`src/rtl/blkbuf_pkg.sv`:
```
package blkbuf_pkg;

  localparam int BLK_DATA_W = 16;
  localparam int OFS_W      = 3;
  localparam int ERR_W      = 3;
  localparam int FILL_W     = 2;

  typedef struct packed {
    logic [BLK_DATA_W-1:0] data;
    logic [OFS_W-1:0]      ofs;
    logic                  ofs_found;
    logic [ERR_W-1:0]      err;
    logic                  ari;
    logic                  synced;
  } blk_entry_t;

  typedef enum logic {
    ST_HUNT = 1'b0,
    ST_LOCK = 1'b1
  } buf_state_e;

endpackage

```
`src/rtl/blkbuf_store.sv`:
```
module blkbuf_store
  import blkbuf_pkg::*;
#(
  parameter int DEPTH = 24,
  parameter int LVL_W = $clog2(DEPTH + 1)
) (
  input  logic             clk,
  input  logic             rst_n,
  input  logic             clear,
  input  logic             push,
  input  logic             pop,
  input  logic             drop,
  input  blk_entry_t       wr_entry,
  output blk_entry_t       head_entry,
  output logic [LVL_W-1:0] level
);

  localparam int PTR_W = (DEPTH > 1) ? $clog2(DEPTH) : 1;

  blk_entry_t       mem [DEPTH];
  logic [PTR_W-1:0] wr_ptr;
  logic [PTR_W-1:0] rd_ptr;
  logic             advance;

  function automatic logic [PTR_W-1:0] ptr_inc(input logic [PTR_W-1:0] p);
    if (p == PTR_W'(DEPTH - 1)) return '0;
    return p + PTR_W'(1);
  endfunction

  // pop and drop both retire the oldest entry; control never raises both
  assign advance = pop | drop;

  always_ff @(posedge clk) begin
    if (push && !clear) mem[wr_ptr] <= wr_entry;
  end

  always_ff @(posedge clk or negedge rst_n) begin
    if (!rst_n) begin
      wr_ptr <= '0;
      rd_ptr <= '0;
      level  <= '0;
    end else if (clear) begin
      wr_ptr <= '0;
      rd_ptr <= '0;
      level  <= '0;
    end else begin
      if (push)    wr_ptr <= ptr_inc(wr_ptr);
      if (advance) rd_ptr <= ptr_inc(rd_ptr);
      level <= level + {{(LVL_W-1){1'b0}}, push}
                     - {{(LVL_W-1){1'b0}}, advance};
    end
  end

  assign head_entry = mem[rd_ptr];

endmodule

```
`src/rtl/blkbuf_fill.sv`:
```
module blkbuf_fill
  import blkbuf_pkg::*;
#(
  parameter int DEPTH = 24,
  parameter int STEP  = 8,
  parameter int LVL_W = $clog2(DEPTH + 1)
) (
  input  logic [LVL_W-1:0]  level,
  output logic [FILL_W-1:0] code,
  output logic              more
);

  localparam int STEP_SH = (STEP > 1) ? $clog2(STEP) : 0;
  localparam int TOP_RANGE = (1 << FILL_W) - 2;

  logic [LVL_W-1:0] quot;

  generate
    if ((1 << STEP_SH) == STEP) begin : g_shift
      assign quot = level >> STEP_SH;
    end else begin : g_divide
      assign quot = level / LVL_W'(STEP);
    end
  endgenerate

  always_comb begin
    if (level >= LVL_W'(DEPTH))            code = FILL_W'((1 << FILL_W) - 1);
    else if (quot >= LVL_W'(TOP_RANGE))    code = FILL_W'(TOP_RANGE);
    else                                   code = quot[FILL_W-1:0];
  end

  assign more = (level > LVL_W'(1));

endmodule

```
`src/rtl/blkbuf_holdoff.sv`:
```
module blkbuf_holdoff #(
  parameter int HOLDOFF_CYC = 13250
) (
  input  logic clk,
  input  logic rst_n,
  input  logic start,
  output logic busy
);

  localparam int CNT_W = $clog2(HOLDOFF_CYC + 1);

  logic [CNT_W-1:0] cnt;

  always_ff @(posedge clk or negedge rst_n) begin
    if (!rst_n)           cnt <= '0;
    else if (start)       cnt <= CNT_W'(HOLDOFF_CYC);
    else if (cnt != '0)   cnt <= cnt - CNT_W'(1);
  end

  assign busy = (cnt != '0);

endmodule

```
`src/rtl/blkbuf_ctrl.sv`:
```
module blkbuf_ctrl
  import blkbuf_pkg::*;
#(
  parameter int DEPTH    = 24,
  parameter int BP_DEPTH = 2,
  parameter int LVL_W    = $clog2(DEPTH + 1)
) (
  input  logic             clk,
  input  logic             rst_n,
  input  logic             sync_reset,
  input  logic             allow_unsynced,
  input  logic             wr_valid,
  input  logic             wr_synced,
  input  logic             rd_ready,
  input  logic [LVL_W-1:0] level,
  output logic             push,
  output logic             pop,
  output logic             drop,
  output logic             clear,
  output logic             readable,
  output logic             locked
);

  buf_state_e state;
  logic       accept;
  logic [LVL_W-1:0] limit;

  always_ff @(posedge clk or negedge rst_n) begin
    if (!rst_n)                                  state <= ST_HUNT;
    else if (sync_reset)                         state <= ST_HUNT;
    else if (state == ST_HUNT && wr_valid && wr_synced) state <= ST_LOCK;
  end

  always_comb begin
    unique case (state)
      ST_HUNT: accept = 1'b1;
      ST_LOCK: accept = wr_synced | allow_unsynced;
      default: accept = 1'b0;
    endcase
  end

  // while hunting only the backward-protection window of unsynced blocks is kept
  assign limit = (state == ST_HUNT && !wr_synced) ? LVL_W'(BP_DEPTH) : LVL_W'(DEPTH);

  assign clear    = sync_reset;
  assign locked   = (state == ST_LOCK);
  assign readable = locked && (level != '0) && !sync_reset;
  assign push     = wr_valid && accept && !sync_reset;
  assign pop      = rd_ready && readable;
  assign drop     = push && !pop && (level >= limit);

endmodule

```
`src/rtl/blk_buffer.sv`:
```
module blk_buffer
  import blkbuf_pkg::*;
#(
  parameter int DEPTH       = 24,
  parameter int BP_DEPTH    = 2,
  parameter int FILL_STEP   = 8,
  parameter int HOLDOFF_CYC = 13250
) (
  input  logic                  clk,
  input  logic                  rst_n,
  input  logic                  sync_reset,
  input  logic                  allow_unsynced,
  input  logic                  wr_valid,
  output logic                  wr_ready,
  input  logic [BLK_DATA_W-1:0] wr_data,
  input  logic [OFS_W-1:0]      wr_offset,
  input  logic                  wr_ofs_found,
  input  logic [ERR_W-1:0]      wr_err,
  input  logic                  wr_ari,
  input  logic                  wr_synced,
  input  logic                  rd_ready,
  output logic                  rd_valid,
  output logic [BLK_DATA_W-1:0] rd_data,
  output logic [OFS_W-1:0]      rd_offset,
  output logic                  rd_ofs_found,
  output logic [ERR_W-1:0]      rd_err,
  output logic                  rd_ari,
  output logic                  rd_synced,
  output logic                  rd_more,
  output logic [FILL_W-1:0]     rd_fill,
  output logic                  req_n
);

  localparam int LVL_W = $clog2(DEPTH + 1);

  logic             push, pop, drop, clear, readable, locked, busy, more_raw;
  logic [LVL_W-1:0] level;
  logic [FILL_W-1:0] code_raw;
  blk_entry_t       wr_entry, head_entry, shown;

  assign wr_ready = 1'b1;

  assign wr_entry = '{data: wr_data, ofs: wr_offset, ofs_found: wr_ofs_found,
                      err: wr_err, ari: wr_ari, synced: wr_synced};

  blkbuf_ctrl #(.DEPTH(DEPTH), .BP_DEPTH(BP_DEPTH), .LVL_W(LVL_W)) u_ctrl (
    .clk(clk), .rst_n(rst_n), .sync_reset(sync_reset),
    .allow_unsynced(allow_unsynced), .wr_valid(wr_valid), .wr_synced(wr_synced),
    .rd_ready(rd_ready), .level(level), .push(push), .pop(pop), .drop(drop),
    .clear(clear), .readable(readable), .locked(locked)
  );

  blkbuf_store #(.DEPTH(DEPTH), .LVL_W(LVL_W)) u_store (
    .clk(clk), .rst_n(rst_n), .clear(clear), .push(push), .pop(pop),
    .drop(drop), .wr_entry(wr_entry), .head_entry(head_entry), .level(level)
  );

  blkbuf_fill #(.DEPTH(DEPTH), .STEP(FILL_STEP), .LVL_W(LVL_W)) u_fill (
    .level(level), .code(code_raw), .more(more_raw)
  );

  blkbuf_holdoff #(.HOLDOFF_CYC(HOLDOFF_CYC)) u_holdoff (
    .clk(clk), .rst_n(rst_n), .start(rd_ready), .busy(busy)
  );

  assign rd_valid     = readable;
  assign shown        = readable ? head_entry : '0;
  assign rd_data      = shown.data;
  assign rd_offset    = shown.ofs;
  assign rd_ofs_found = shown.ofs_found;
  assign rd_err       = shown.err;
  assign rd_ari       = shown.ari;
  assign rd_synced    = shown.synced;
  assign rd_more      = readable & more_raw;
  assign rd_fill      = readable ? code_raw : '0;
  assign req_n        = ~(readable & ~busy);

endmodule

```
`config.mk`:
```
export PLATFORM = sky130hd
export DESIGN_NAME = blk_buffer
export DESIGN_NICKNAME = d
export VERILOG_FILES = /design/src/rtl/blkbuf_pkg.sv /design/src/rtl/blkbuf_store.sv /design/src/rtl/blkbuf_fill.sv /design/src/rtl/blkbuf_holdoff.sv /design/src/rtl/blkbuf_ctrl.sv /design/src/rtl/blk_buffer.sv
export SDC_FILE = /design/constraint.sdc
export NUM_CORES = 1
export LEC_CHECK = 0
export ABC_AREA = 1
export BUFFER_PORTS_ARGS = -buffer_cell sky130_fd_sc_hd__buf_2
export CAP_MARGIN = 40
export CORE_UTILIZATION = 50
export CTS_BUF_LIST = sky130_fd_sc_hd__clkbuf_8
export DETAILED_ROUTE_END_ITERATION = 8
export GPL_TIMING_DRIVEN = 1
export PLACE_DENSITY = 0.77
export SYNTH_ARGS = -nofsm -noshare
export SYNTH_HDL_FRONTEND = slang
export SYNTH_SLANG_ARGS = --single-unit
```
`constraint.sdc`:
```
create_clock -name clk -period 4.9 [get_ports clk]
set_clock_uncertainty 0.15 [all_clocks]
set_input_delay 0.735 -clock clk [delete_from_list [all_inputs] [get_ports clk]]
set_output_delay 0.735 -clock clk [all_outputs]
set_load 0.01 [all_outputs]
```
* After elaboration in Yosys (flattened, before gate mapping) *
Memories as Yosys holds them, arrays and structs flattened.
Cells that the tools add are included.

operators by class
  add/sub/neg operators = 5
  magnitude comparators = 4
  equality and inequality tests = 2
  multiplexer cells = 27
  bitwise operators = 7
  reduce and logical (&&, ||, !) cells = 20

operator list
  kind                   number
  $mux 5                 10
  $mux 14                2
  $mux 25                1
  $reduce_bool 14->1     1
  $sub 14x1->14 const B  1
  $logic_and 1x1->1      11
  $add 5x1->5 const B    2
  $eq 5x5->1 const B     2
  $mux 1                 10
  $reduce_bool 2->1      4
  $mux 2                 3
  $add 5x1->5            1
  $ge 5x5->1             1
  $ge 5x5->1 const B     1
  $gt 5x1->1 const B     1
  $reduce_bool 5->1      1
  $sub 5x1->5            1
  $logic_not 1->1        3
  $not 1->1              3
  $and 1x1->1            2
  $ge 2x2->1 const B     1
  $or 1x1->1             2
  $pmux 1 s2             1

storage, ports and cells
  register bits after elaboration = 30
  bits in writable memories = 600
  input port bits = 31
  output and inout port bits = 31
  memories = 1

memory list
  memory       words  bits a word  rd ports  clocked after Yosys merged registers in  write ports  line                RTL
  u_store.mem  24     25           1         0                                        1            blkbuf_store.sv:20  blk_entry_t mem [DEPTH];

* Logic depth before layout (Yosys ltp) *
Gate-level depths: netlist of the first run.

  depth in word-level cells = 13
  gate-level depth with buffers = 16
  depth with buffers taken out = 16

* Hierarchy *
A second synthesis of the first run with hierarchy kept.

unflattened totals
  cell total of the unflattened synthesis = 2,587
  area, all modules = 27,417.5 sq um

by module, submodules not included
  module          instances  cells an instance  area an instance (sq um)  sequential area each (sq um)
  blkbuf_store    1          2,365              26,091.3                  18,392.6
  blkbuf_holdoff  1          117                844.6                     350.3
  blk_buffer      1          63                 252.7                     0.0
  blkbuf_ctrl     1          37                 210.2                     25.0
  blkbuf_fill     1          5                  18.8                      0.0

* Least setup slack after synthesis of the first run *
Ideal clock, no wire load.

  path kind = input-to-reg
  start = in sync_reset
  end = reg u_store.level[4]
  arrival time = 2.746 ns
  required time = 4.626 ns
  setup slack = 1.880 ns
  stages = 14
  path buffers = 0
  path through = inv_1 nand2_1 a21oi_1 nand2_1 nand2_1 ha_1 inv_1 ha_1 inv_1 fa_1 o21bai_1 a21oi_1 o21ai_0 a21oi_1

between the ends
  word-level cells in the longest chain between the ends = 9

ends and longest elaborated chain
  item                             line                RTL
  from (decl)                      blk_buffer.sv:11    input logic sync_reset,
  $logic_not 1->1 *                blkbuf_ctrl.sv:47   assign readable = locked && (level != '0) && !sync_reset;
  $logic_and 1x1->1 *              blkbuf_ctrl.sv:47
  named net rd_valid               blk_buffer.sv:22    output logic rd_valid,
  $logic_and 1x1->1 *              blkbuf_ctrl.sv:49   assign pop = rd_ready && readable;
  $logic_not 1->1                  blkbuf_ctrl.sv:50   assign drop = push && !pop && (level >= limit);
  $logic_and 1x1->1 (2 in series)  blkbuf_ctrl.sv:50
  $or 1x1->1 *                     blkbuf_store.sv:31  assign advance = pop | drop;
  $sub 5x1->5 *                    blkbuf_store.sv:50  - {{(LVL_W-1){1'b0}}, advance};
  $mux 5 *                         blkbuf_store.sv:42  end else if (clear) begin
  to (signal assigned)             blkbuf_store.sv:49  level <= level + {{(LVL_W-1){1'b0}}, push}
  to (decl)                        blkbuf_store.sv:15  output logic [LVL_W-1:0] level

Mark *: on every way through the listed nets, which the timed path passes. The rest lies on a longest branch.
A chain may end at the register's enable or synchronous reset.

* Worst setup path after layout of the first run *
  start = reg u_store.rd_ptr[0]
  end = out rd_data[14]

between the ends
  word-level cells in the longest chain between the ends = 2

ends and longest elaborated chain
  item                    line                RTL
  from (decl)             blkbuf_store.sv:22  logic [PTR_W-1:0] rd_ptr;
  from (signal assigned)  blkbuf_store.sv:48  if (advance) rd_ptr <= ptr_inc(rd_ptr);
  $mem_v2 24x25           n/a
  $mux 25                 blk_buffer.sv:67    assign shown = readable ? head_entry : '0;
  to (decl)               blk_buffer.sv:23    output logic [BLK_DATA_W-1:0] rd_data,

Every way passes these cells.

==> results.yml, run 1 <==
run_status:
  status: "finished clean"
sta:
  period_needed_ns: 4.16
  finalCritPeriodShare_pct: 84.9
  drv_slew: 0
  relSlewSlack_pct: 35.2
  setup_ws_ns: 0.738
  tns_ns: 0
  tightest_slew_ns: 0.972
  whs_ns: 0.121
  rsz0062_at_grt: "no"
  hold_viol_final: 0
  timing.fmax_mhz: 240
  setup_viol: 0
synthesis:
  avgSynthCellArea_sq_um: 10.8
  synth_edf_count: 600
  yosys.area.top_type_share_pct: 66.4
  synth_flop_cell: "edfxtp_1"
  synth.most_common_cell: "nand2_1"
  ys_ff_latch: 630
  async_flop_share_pct: 4.76
  yosysTopAreaCell: "edfxtp_1"
  postSynthCellCount: 2508
  synth_nets: 2558
  synth_common_cells: "602 x nand2_1, 600 x edfxtp_1, 343 x inv_1"
  synth_area_sq_mm: 0.0271
  synth_warnings: 0
  ys_seq_area_share_pct: 69.2
  ys_top_cells_by_area: "edfxtp_1 66%, nand2_1 8.3%, nand3_1 6.3%"
  synth_cell_types: 30
layout:
  drive_gt1_share_pct: 10.1
  fillers: 4094
  final_core_util_pct: 57.0
  finalNonFillerCells: 3338
  fin_nets: 2629
  final_area_sq_mm: 0.0303
  area_growth_pct: 11.7
placed_design:
  routabilityCongestion: 0.834
  post-place-ws_ns: 1.20
  placedCellCount: 3165
  port_buffers: 60
  hpwl_microns: 37500
  place_area_sq_mm: 0.0285
floorplanning:
  die_h_microns: 235
  coreArea_sq_mm: 0.0531
  die_area_sq_mm: 0.0552
  die-width_microns: 235
  fp-row-count: 84
  ios: 62
  start_util_pct: 51.1
routing:
  first_pass_iters: 8
  ant_nets: 0
  vias: 18300
  drc: 0
  vias_per_cell: 5.50
  routed_wl_microns: 63900
  drt-wirelength-per-cell_microns: 19.2
  drt_iter0_drc: 2009
grt:
  use_met3_pct: 4.28
  grt_pass1_vias: 17800
  grt_overflow: 0
  busiest_layer: "met2"
  antenna_found_initial: 2
  grt_pass1_wl_microns: 98300
  grt_use_met1_pct: 29.6
  grt_max_degree: 203
  grtUsageTotal_pct: 23.1
  globalRouteMet2Util_pct: 38.7
power:
  power_density_mw_per_mm2: 370
  comb_power_share_pct: 11.7
  finalPower_mw: 11.2
  power_leakage_nw: 12.1
  p_seq_share_pct: 53.4
  ir_worst_vdd_mv: 0.314
  p_switching_mw: 2.94
  clkPwrFrac_pct: 34.9
  p_int_mw: 8.27
  switching_share_pct: 26.2
clock_tree:
  cts_resized: 0
  cts_root_buf: "clkbuf_8"
  clk_pin_slew_worst_paths_ns: 0.06
  numCtsBuffers: 99
  postCtsSetupRepairBufs: 0
  clock_path_buffers: 3
  postCtsHoldBufs: 1
  cts_tree: "done"
  clk-insertion-delay-late_ns: 0.69
  ctsHtreeMaxLevel: 3
  clock-sinks: 630
worst_setup_path:
  end_kind: "output pin"
  cp-start-kind: "register"
  cp.required_ns: 4.01
  crit_fanout: 127
  cp.arrival_ns: 3.28
  path_class: "register to output pin"
run:
  drv_cap: 0
hold_path:
  hp-class: "input pin to register"
## per-layer routing
metal,vias up,part of all wire [%]
li1,8526,-
met1,8737,38
met2,932,49
met3,149,8.9
met4,2,3.3
met5,-,0.023
## registers in the layout, summed over array words and instances (netlist names)
register        cells
u_store.mem       600
u_store.wr_ptr      5
u_ctrl.locked       1
u_store.rd_ptr      5
u_store.level       5
u_holdoff.cnt      14
## kinds of logic (layout without fill, tap and decap cells)
logic type | after synthesis | after routing | synth area share [%]
AOI/OAI and AO/OA | 209 | 209 | 4.62
xor gates and xnor gates | 6 | 6 | 0.194
adders and majority gates | 19 | 19 | 0.904
buffers and inverters | 479 | 620 | 7.28
DFF | 630 | 630 | 69.2
other | 1 | 2 | 0.0138
and+or+nand+nor | 1164 | 1164 | 17.8
## layout make-up
| cell class | count | area, sq um | share of cell area (%) |
|---|---|---|---|
| Sequential cell | 630 | 18800 | 62.0 |
| Multi-Input combinational cell | 1399 | 6550 | 21.6 |
| Clock buffer | 105 | 1450 | 4.77 |
| Inverter | 347 | 1310 | 4.33 |
| Timing Repair Buffer | 102 | 1050 | 3.48 |
| Tap cell | 688 | 861 | 2.84 |
| Clock inverter | 66 | 269 | 0.889 |
| Antenna cell | 1 | 2.50 | 0.00827 |
## power groups by stage
stage	clock network [mW]	registers, mW	logic, mW
floorplan	0	6.08	0.925
finish	3.92	5.98	1.31
global route	4.16	5.98	1.47
global placement	0	6.09	1.24
CTS	3.95	5.98	1.31
detailed placement	0	6.09	1.30
## cells in the final DEF, fill, tap and decap left out, drive strengths merged
cell type    synthesis  layout
conb                 1       1
inv                345     381
nand2              602     602
edfxtp             600     600
a311oi               1       1
a21oi               38      38
o22ai                2       2
nor2               211     211
o211ai              51      51
nand4                4       4
o21bai               1       1
dlygate4sd3          0       1
ha                  18      18
xor2                 5       5
nor3                 4       4
xnor2                1       1
clkbuf              43     105
o21ai              115     115
diode                0       1
o31ai                1       1
buf                 89     101
dfrtp               30      30
fa                   1       1
clkinvlp             0       1
nand3              341     341
or2                  2       2
clkinv               2      31
## worst max-delay path, stage by stage (launching register included)
cell	delay, ns
dfrtp_4	0.54
inv_8	0.53
buf_4	0.46
nand2_1	0.12
nand2_1	0.08
nand2_1	0.05
nand3_1	0.09
nand3_1	0.11
nand2_1	0.11
nand2_1	0.07
a21oi_2	0.17
buf_2	0.16
## path summary, 6_finish.rpt
path / startpoint / endpoint / slack, ns / cells after the start
min in group asynchronous: rst_n / u_holdoff.cnt[3]$_DFFE_PN0P_ / 0.48 / 2
setup reg to reg: u_store.level[3]$_DFF_PN0_ / u_store.level[4]$_DFF_PN0_ / 1.76 / 16
max in group asynchronous: rst_n / u_store.rd_ptr[0]$_DFFE_PN0P_ / 3.55 / 2
hold / removal: sync_reset / u_store.level[0]$_DFF_PN0_ / 0.12 / 2
hold reg to reg: u_holdoff.cnt[8]$_DFFE_PN0P_ / u_holdoff.cnt[8]$_DFFE_PN0P_ / 0.40 / 2
setup / recovery: u_store.rd_ptr[0]$_DFFE_PN0P_ / rd_data[14] / 0.74 / 11
(Power assumes the default switching activity.)
==> inputs of run 2 (changes only) <==
--- a/config.mk
+++ b/config.mk
@@ -12,7 +12,7 @@
 export CTS_BUF_LIST = sky130_fd_sc_hd__clkbuf_8
 export DETAILED_ROUTE_END_ITERATION = 8
 export GPL_TIMING_DRIVEN = 1
-export PLACE_DENSITY = 0.77
+export PLACE_DENSITY = 0.8
 export SYNTH_ARGS = -nofsm -noshare
 export SYNTH_HDL_FRONTEND = slang
 export SYNTH_SLANG_ARGS = --single-unit
==> constraint.sdc (replaced) <==
create_clock -name clk -period 3.5 [get_ports clk]
set_clock_uncertainty 0.15 [all_clocks]
set_input_delay 0.525 -clock clk [delete_from_list [all_inputs] [get_ports clk]]
set_output_delay 0.525 -clock clk [all_outputs]
set_load 0.01 [all_outputs]
==> run 2 against run 1 <==
Compared with the run above: worst setup slack got worse by 0.73 ns; power rose by 42%; non-clock buffer count rose by 25; combinational power rose by 50%; sequential share of layout area fell by 0.66 points; final area rose by 1.1%; final cell count rose by 0.84%; highest routed layer unchanged; die area did not move; largest power group unchanged; critical path depth fell by 2.
==> results.yml, run 2 (synthesis results as in run 1) <==
grt:
  grt_max_degree: 132
  grt_pass1_wl_microns: 105000
  antenna_found_initial: 3
  grt_pass1_vias: 18900
  grt_overflow: 0
  grtUsageTotal_pct: 24.8
routing:
  wirelength_met1_microns: 26700
  dr.max_layer_used: "met5"
  drc: 0
  vias: 19100
  drt_iter0_drc: 2437
  drt-wirelength-per-cell_microns: 20.7
  dr_wl_met3_microns: 7330
  routed_wl_microns: 69600
  first_pass_iters: 8
  wl_met2_microns: 32900
  ant_nets: 0
  vias_per_cell: 5.67
placed_design:
  port_buffers: 60
  place_area_sq_mm: 0.0287
  routabilityCongestion: 0.879
  placedCellCount: 3182
  hpwl_microns: 39400
floorplanning:
  die_h_microns: 235
  ios: 62
  die-width_microns: 235
  die_area_sq_mm: 0.0552
  start_util_pct: 51.1
  fp-row-count: 84
  coreArea_sq_mm: 0.0531
sta:
  tightest_slew_ns: 0.772
  timing.fmax_mhz: 287
  drv_slew: 0
  rsz0062_at_grt: "yes"
  finalCritPeriodShare_pct: 99.7
  period_needed_ns: 3.49
  setup_viol: 0
  relSlewSlack_pct: 48.5
  tns_ns: 0
  whs_ns: 0.0522
  hold_viol_final: 0
layout:
  finalNonFillerCells: 3366
  fin_nets: 2651
  mostFrequentLayoutCells: "600 x nand2_1, 600 x edfxtp_1, 373 x inv_1, 341 x nand3_1, 186 x nor2_1"
  largest_reg_flops: 600
  drive_gt1_share_pct: 11.2
  area_growth_pct: 12.9
  top_regs: "u_store.mem (600), u_holdoff.cnt (14)"
  top_register: "u_store.mem"
  final_area_sq_mm: 0.0306
  final_core_util_pct: 57.7
clock_tree:
  clock-sinks: 630
  clk_pin_slew_worst_paths_ns: 0.06
  clock_path_buffers: 3
  cts_root_buf: "clkbuf_8"
  ctsHtreeMaxLevel: 3
  cts_tree: "done"
  clk-insertion-delay-late_ns: 0.67
  numCtsBuffers: 95
power:
  power_leakage_nw: 12.2
  power_density_mw_per_mm2: 520
  ir_worst_vdd_mv: 0.494
worst_setup_path:
  cp.required_ns: 2.82
  path_class: "register to output pin"
  end_kind: "output pin"
  cp.arrival_ns: 2.81
  crit_fanout: 28
  cp-start-kind: "register"
run:
  drv_cap: 0
run_status:
  status: "finished clean"
hold_path:
  hp-class: "input pin to register"
[run 2: cell count changes in the layout (fill, tap and decap cells not counted), moves of 3 or more]
cell           before  now
buf_12              6   30
dlygate4sd3_1       1    4
buf_16             18    5
inv_1             378  373
buf_4              17   25
clkbuf_8          105  102
clkinv_2            7   17
[run 2: power by group]
part	internal, mW	total (mW)	switching, mW
sequential	8.32	8.38	0.0608
clock	2.76	5.56	2.80
combinational	0.598	1.97	1.37
total	11.7	15.9	4.23
[run 2: critical path, stage by stage (launching register included)]
cell and delay, ns:
dfrtp_4 0.44, clkinv_2 0.38, buf_12 0.36, buf_12 0.18
nand3_1 0.08, nand3_1 0.08, nand2_1 0.16, nand2_1 0.12
a21oi_2 0.15, buf_2 0.15
[run 2: routing by layer]
layer / GRT usage, % / up-vias
met4: 11.7 / 2
li1: - / 8572
met5: 0 / -
met1: 33.0 / 9133
met2: 40.0 / 1192
met3: 4.28 / 186
[run 2: final cells by class]
cell class                 instances  area (sq um)
clock buffer                     102          1400
clock inverter                    70           318
tap                              688           861
timing repair inverter             1          11.3
timing repair buffer             127          1330
multi-input combinational       1399          6560
sequential                       630         18800
inverter                         347          1330
fill                            4123         22500
antenna                            2          5.00
[run 2: worst paths after layout]
check | slack, ns | to | start | cells past startpoint
max in group asynchronous | 2.30 | u_store.rd_ptr[0]$_DFFE_PN0P_ | rst_n | 2
min | 0.05 | u_holdoff.cnt[5]$_DFFE_PN0P_ | rd_ready | 2
max | 0.01 | rd_data[9] | u_store.rd_ptr[2]$_DFFE_PN0P_ | 9
min in group asynchronous | 0.32 | u_store.wr_ptr[2]$_DFFE_PN0P_ | rst_n | 2
min reg2reg | 0.39 | u_holdoff.cnt[8]$_DFFE_PN0P_ | u_holdoff.cnt[8]$_DFFE_PN0P_ | 2
max reg2reg | 0.39 | u_store.level[4]$_DFF_PN0_ | u_store.level[3]$_DFF_PN0_ | 16
[run 2: per-stage QoR]
stage | setup slack (ns) | power [mW]
2_1_floorplan | 0.610 | 9.81
5_1_grt | -0.0130 | 16.5
3_5_place_dp | 0.365 | 10.4
4_1_cts | 0.0104 | 15.8
6_report | 0.0109 | 15.9
3_3_place_gp | 0.475 | 10.3
[run 2: what timing repair did]
item	in CTS	in global routing
hold buffers	4	0
gates resized for setup	3	14
setup endpoints to repair	19	24
buffers inserted	0	3
pin swaps	0	0
endpoints found under the hold margin	33	0
cloned	0	3
